`src/rtl/exc_entry_pkg.sv`:
```
package exc_entry_pkg;
  localparam int XLEN  = 32;
  localparam int OFF_W = 8;

  typedef enum logic [1:0] {
    CAUSE_NONE = 2'd0,
    CAUSE_IFTCH = 2'd1,
    CAUSE_DATA  = 2'd2,
    CAUSE_EXT   = 2'd3
  } cause_e;

  // machine-state bit positions (LSB = 0)
  localparam int MS_CRIT  = 17;
  localparam int MS_EXTEN = 15;
  localparam int MS_MCHK  = 12;
  localparam int MS_DBG   = 9;
  localparam int MS_RECOV = 1;

  localparam logic [XLEN-1:0] MS_KEEP_MASK =
    (XLEN'(1) << MS_CRIT) | (XLEN'(1) << MS_MCHK) |
    (XLEN'(1) << MS_DBG)  | (XLEN'(1) << MS_RECOV);

  // syndrome bits that survive an instruction-fault entry
  localparam logic [XLEN-1:0] IF_SYN_MASK =
    (XLEN'(1) << 8) | (XLEN'(1) << 7) | (XLEN'(1) << 5);

  localparam logic [OFF_W-1:0] OFF_DATA  = 8'h20;
  localparam logic [OFF_W-1:0] OFF_IFTCH = 8'h30;
  localparam logic [OFF_W-1:0] OFF_EXT   = 8'h40;
endpackage

```
`src/rtl/exc_arbiter.sv`:
```
module exc_arbiter
  import exc_entry_pkg::*;
#(
  parameter int EN_BIT = MS_EXTEN
) (
  input  logic         ifetch_fault,
  input  logic         data_fault,
  input  logic         ext_irq,
  input  logic [XLEN-1:0] msr,
  output cause_e       cause
);
  logic ext_ok;

  always_comb begin
    ext_ok = ext_irq & msr[EN_BIT];
    if (ifetch_fault)    cause = CAUSE_IFTCH;
    else if (data_fault) cause = CAUSE_DATA;
    else if (ext_ok)     cause = CAUSE_EXT;
    else                 cause = CAUSE_NONE;
  end
endmodule

```
`src/rtl/exc_entry_calc.sv`:
```
module exc_entry_calc
  import exc_entry_pkg::*;
#(
  parameter logic [XLEN-1:0] KEEP_MASK = MS_KEEP_MASK,
  parameter logic [XLEN-1:0] SYN_MASK  = IF_SYN_MASK
) (
  input  cause_e          cause,
  input  logic [XLEN-1:0] msr,
  input  logic [XLEN-1:0] vec_base,
  input  logic [XLEN-1:0] fault_info,
  input  logic [XLEN-1:0] data_addr,
  input  logic [XLEN-1:0] syn_cur,
  input  logic [XLEN-1:0] dear_cur,
  output logic [XLEN-1:0] msr_nxt,
  output logic [XLEN-1:0] vec_nxt,
  output logic [XLEN-1:0] syn_nxt,
  output logic [XLEN-1:0] dear_nxt
);
  localparam int HI_W = XLEN - OFF_W;

  logic [OFF_W-1:0] off;

  always_comb begin
    msr_nxt  = msr & KEEP_MASK;
    syn_nxt  = syn_cur;
    dear_nxt = dear_cur;
    off      = OFF_EXT;
    unique case (cause)
      CAUSE_IFTCH: begin
        off     = OFF_IFTCH;
        syn_nxt = fault_info & SYN_MASK;
      end
      CAUSE_DATA: begin
        off      = OFF_DATA;
        syn_nxt  = fault_info;
        dear_nxt = data_addr;
      end
      default: off = OFF_EXT;
    endcase
    vec_nxt = {vec_base[XLEN-1 -: HI_W], off};
  end
endmodule

```
`src/rtl/exc_entry_ctrl.sv`:
```
module exc_entry_ctrl
  import exc_entry_pkg::*;
(
  input  logic        clk,
  input  logic        rst_n,
  input  logic        ifetch_fault_i,
  input  logic        data_fault_i,
  input  logic        ext_irq_i,
  input  logic [31:0] cur_pc_i,
  input  logic [31:0] data_addr_i,
  input  logic [31:0] fault_info_i,
  input  logic [31:0] msr_i,
  input  logic [31:0] vec_base_i,
  output logic [31:0] save0_o,
  output logic [31:0] save1_o,
  output logic [31:0] syndrome_o,
  output logic [31:0] fault_addr_o,
  output logic [31:0] msr_new_o,
  output logic        msr_wr_o,
  output logic        redir_vld_o,
  output logic [31:0] redir_addr_o,
  output logic        ext_ack_o
);
  cause_e          cause;
  logic            take;
  logic [XLEN-1:0] msr_nxt, vec_nxt, syn_nxt, dear_nxt;

  exc_arbiter u_arb (
    .ifetch_fault (ifetch_fault_i),
    .data_fault   (data_fault_i),
    .ext_irq      (ext_irq_i),
    .msr          (msr_i),
    .cause        (cause)
  );

  exc_entry_calc u_calc (
    .cause      (cause),
    .msr        (msr_i),
    .vec_base   (vec_base_i),
    .fault_info (fault_info_i),
    .data_addr  (data_addr_i),
    .syn_cur    (syndrome_o),
    .dear_cur   (fault_addr_o),
    .msr_nxt    (msr_nxt),
    .vec_nxt    (vec_nxt),
    .syn_nxt    (syn_nxt),
    .dear_nxt   (dear_nxt)
  );

  assign take = (cause != CAUSE_NONE);

  // entry-state registers, loaded only on an entry
  always_ff @(posedge clk or negedge rst_n) begin
    if (!rst_n) begin
      save0_o      <= '0;
      save1_o      <= '0;
      syndrome_o   <= '0;
      fault_addr_o <= '0;
      msr_new_o    <= '0;
      redir_addr_o <= '0;
    end else if (take) begin
      save0_o      <= cur_pc_i;
      save1_o      <= msr_i;
      syndrome_o   <= syn_nxt;
      fault_addr_o <= dear_nxt;
      msr_new_o    <= msr_nxt;
      redir_addr_o <= vec_nxt;
    end
  end

  // single-cycle strobes
  always_ff @(posedge clk or negedge rst_n) begin
    if (!rst_n) begin
      msr_wr_o    <= 1'b0;
      redir_vld_o <= 1'b0;
      ext_ack_o   <= 1'b0;
    end else begin
      msr_wr_o    <= take;
      redir_vld_o <= take;
      ext_ack_o   <= (cause == CAUSE_EXT);
    end
  end
endmodule

```
`config.mk`:
```
export PLATFORM = sky130hd
export DESIGN_NAME = exc_entry_ctrl
export DESIGN_NICKNAME = d
export VERILOG_FILES = /design/src/rtl/exc_entry_pkg.sv /design/src/rtl/exc_arbiter.sv /design/src/rtl/exc_entry_calc.sv /design/src/rtl/exc_entry_ctrl.sv
export SDC_FILE = /design/constraint.sdc
export NUM_CORES = 1
export LEC_CHECK = 0
export ABC_AREA = 1
export BUFFER_PORTS_ARGS = -buffer_cell sky130_fd_sc_hd__buf_2
export CORE_AREA = 2 2 142 144
export CTS_CLUSTER_SIZE = 28
export DETAILED_ROUTE_END_ITERATION = 8
export DIE_AREA = 0 0 144 146
export SKIP_CTS_REPAIR_TIMING = 1
export SYNTH_ARGS = -nofsm -noshare
export SYNTH_HDL_FRONTEND = slang
export SYNTH_SLANG_ARGS = --single-unit
```
`constraint.sdc`:
```
create_clock -name clk -period 0.8 [get_ports clk]
set_input_delay 0.24 -clock clk [delete_from_list [all_inputs] [get_ports clk]]
set_output_delay 0.24 -clock clk [all_outputs]
set_load 0.005 [all_outputs]
```
==> results.md <==
- Outcome: finished with violations
- Failing checks: setup timing
- Register area share after synthesis: 61.3%
- Clk sink count: roughly 160
- Antenna violations before repair: 0
- Die extent in y: between 100 and 150 um
- Synth area leaders: dfrtp_1 61%, nand2_1 18%, nand3_1 12%, buf_4 4.7%, buf_2 2.3%
- Drc violations: 0
- Total GRT Usage: 17.8%
- Worst VDD drop: 0.00117 V
- Standard-cell row count: just over 50
- Largest net degree at the start of global routing: between 50 and 60
- Hold Crit Class: in -> reg
- DR vias: 6090
- MaxCap Viol Count: 0
- #FFs+latches synth: between 150 and 200
- Pre-CTS WS: -398 ps
- CTS Buf Count: 17
- Layout cell share with drive strength beyond 1: between 40% and 50%
- Clock tree root buffer cell: clkbuf_16
- CORE AREA: 0.0193 mm^2
- Clock transition at path regs: approximately 60 ps
- RSZ-0062 raised after global routing: yes
- Synth unique cells: 14
- Static leakage: 5.48 nW
- WP data required: around 560 ps
- Post-Synth Simple-Gate Area: 30.3%
- Mux cell area share after synthesis: 0%
- Clock Path Buffers: 2
- Synth area leader: dfrtp_1
- Fin. Hold Viols: 0
- Pwr/cell area: roughly 2200 mW/mm^2
- Fin nets: around 1.3k
- CTS tree: yes
- Pre-Repair DR Iteration Count: 4
- Routed Wire Length: between 15000 and 20000 um
- FF-to-FF path depth: 5
- Post-DR wirelength/cell: between 10 and 15 um
- Clock latency on the worst-skew pair: slightly above 400 ps
- Period utilisation layout: 151%
- Tmin final: 1210 ps
- Die Span X: about 140 um
- Non-Filler Instances: between 1k and 1.5k
- Largest fanout on the critical path: 2
- Critical path depth: 1
- Setup ws final: -410 ps
- Final core occ: 49.0%
- Pins Over Slew Limit: 0
- Hold Path Depth: 3
- Initial Util: around 33%
- Post-DRT Antenna Nets: 0
- I/O pins: 360
- Skew final: 0 ps
- Global-route wire length before repair: 29300 um
- Antenna diodes: 0
- Fillers: approximately 1.9k
- Worst Path Buf+Inv: 1
- Syn avg cell area: approximately 9 um^2
- Max incr delay on CP: just over 400 ps
- Synth Instances: ~710
- Compound-Gate Fraction of Synth Area: less than 1%
- Synth Area in Adders: 0%
- Setup TNS: -58880 ps
- DR vias/cell: 4.45
- Slowest CP cell: dfrtp_1
- Largest family of logic cells by synthesized area: simple AND/OR/NAND/NOR gates
- Critical path class: reg -> out
- Placed cells: approximately 1.3k
- Critical Path End Type: output pin
- H-tree Lvls: 4
- Synth-to-Final Area Change: 47.9%
- Worst path arrival time: 970 ps
- GR Overflow Total: 0
- GPL Wtd Cong: 0.763
- Startpoint types: register
- Critical path cell sequence: buf_2
- Detailed placer's ending HPWL: 14000 um
- F_max: 827 MHz
- Die area: 0.0210 mm^2
- Synth Area in XOR/XNOR: 0%
- Yosys warns: 0
- Share of the synthesized area in the top cell type: around 60%
- Total power: between 0.02 and 0.025 W
- Cell class contributing the biggest share of worst-path delay: flip-flops
- Cell area after synthesis: about 0.0064 mm^2
- Initial drt markers: approximately 200
- Vias in the first global route: 5555
- Final setup violation count: 162
- IO Port Bufs: roughly 320
[layout make-up]
| type | count | area, um^2 | share of cell area [%] |
|---|---|---|---|
| repair buffers | 412 | 2490 | 26.2 |
| multi-input cells | 500 | 2100 | 22.2 |
| flip-flops and latches | 157 | 3930 | 41.5 |
| well taps | 265 | 332 | 3.50 |
| clock buffers | 21 | 460 | 4.86 |
| clock inverters | 11 | 155 | 1.64 |
| inverters | 3 | 13.8 | 0.145 |
[cell usage in the layout (no fill, tap or decap)]
master	instances
nor3_1	1
inv_6	4
clkinvlp_4	4
buf_2	314
clkbuf_1	2
buf_4	76
nand3_1	149
buf_12	10
nand2_1	309
dfrtp_1	157
inv_4	1
dlygate4sd3_1	4
nand2_4	2
inv_1	2
bufinv_16	3
o21ai_0	3
nand3_2	1
clkbuf_8	2
conb_1	33
nand2_2	1
clkbuf_16	18
buf_6	7
nor2_4	1
[Yosys cell counts, drive strengths merged]
cell type / count
inv: 3
nand2: 312
nor3: 1
o21ai: 3
clkbuf: 13
nand3: 150
nor2: 1
buf: 73
conb: 1
dfrtp: 157
[sequential cells by signal (all words and copies together), names as in the netlist]
register,cells
redir_addr_o,27
syndrome_o,32
ext_ack_o,1
save0_o,32
fault_addr_o,32
redir_vld_o,1
save1_o,32
[final timing paths]
kind	from	to	slack, ps
hold / removal	cur_pc_i[19]	save0_o[19]	10
min in group asynchronous	rst_n	syndrome_o[2]	230
max in group asynchronous	rst_n	fault_addr_o[16]	80
setup / recovery	syndrome_o[28]	syndrome_o[28]	-410
hold reg to reg	syndrome_o[26]	syndrome_o[26]	460
setup reg to reg	redir_addr_o[6]	redir_addr_o[6]	20
[power breakdown]
group	switching [W]	total (W)	leakage, nW	internal (W)
combinational	0.00158	0.00312	3.27	0.00153
sequential	0.000365	0.00899	1.92	0.00862
clock	0.00331	0.00843	0.287	0.00512
total	0.00526	0.0205	5.48	0.0153
[through the flow]
stage                     cell area (um^2)  hold slack (ps)
after floorplan                       6590            -55.6
after global placement                8360             76.9
after detailed placement              8360             80.1
after CTS                             8970             -366
after global routing                  9480            0.817
final                                 9480             12.9
[layer usage]
layer	vias to the layer above	track usage, %	share of wire [%]
li1	2953	-	-
met1	2837	22.5	41
met2	280	28.0	47
met3	20	6.48	10
met4	0	6.27	1.6
met5	-	0	0
[tightest hold or removal path, delay by kind of cell]
family                 cells  cell delay, ps
buffers and inverters      1              70
and+or+nand+nor            2              80
[cells by family after synthesis]
group / Yosys count
flops: 157
compound gates: 3
other cells: 1
buf+inv: 89
simple gates: 464
(Power assumes the default switching activity.)
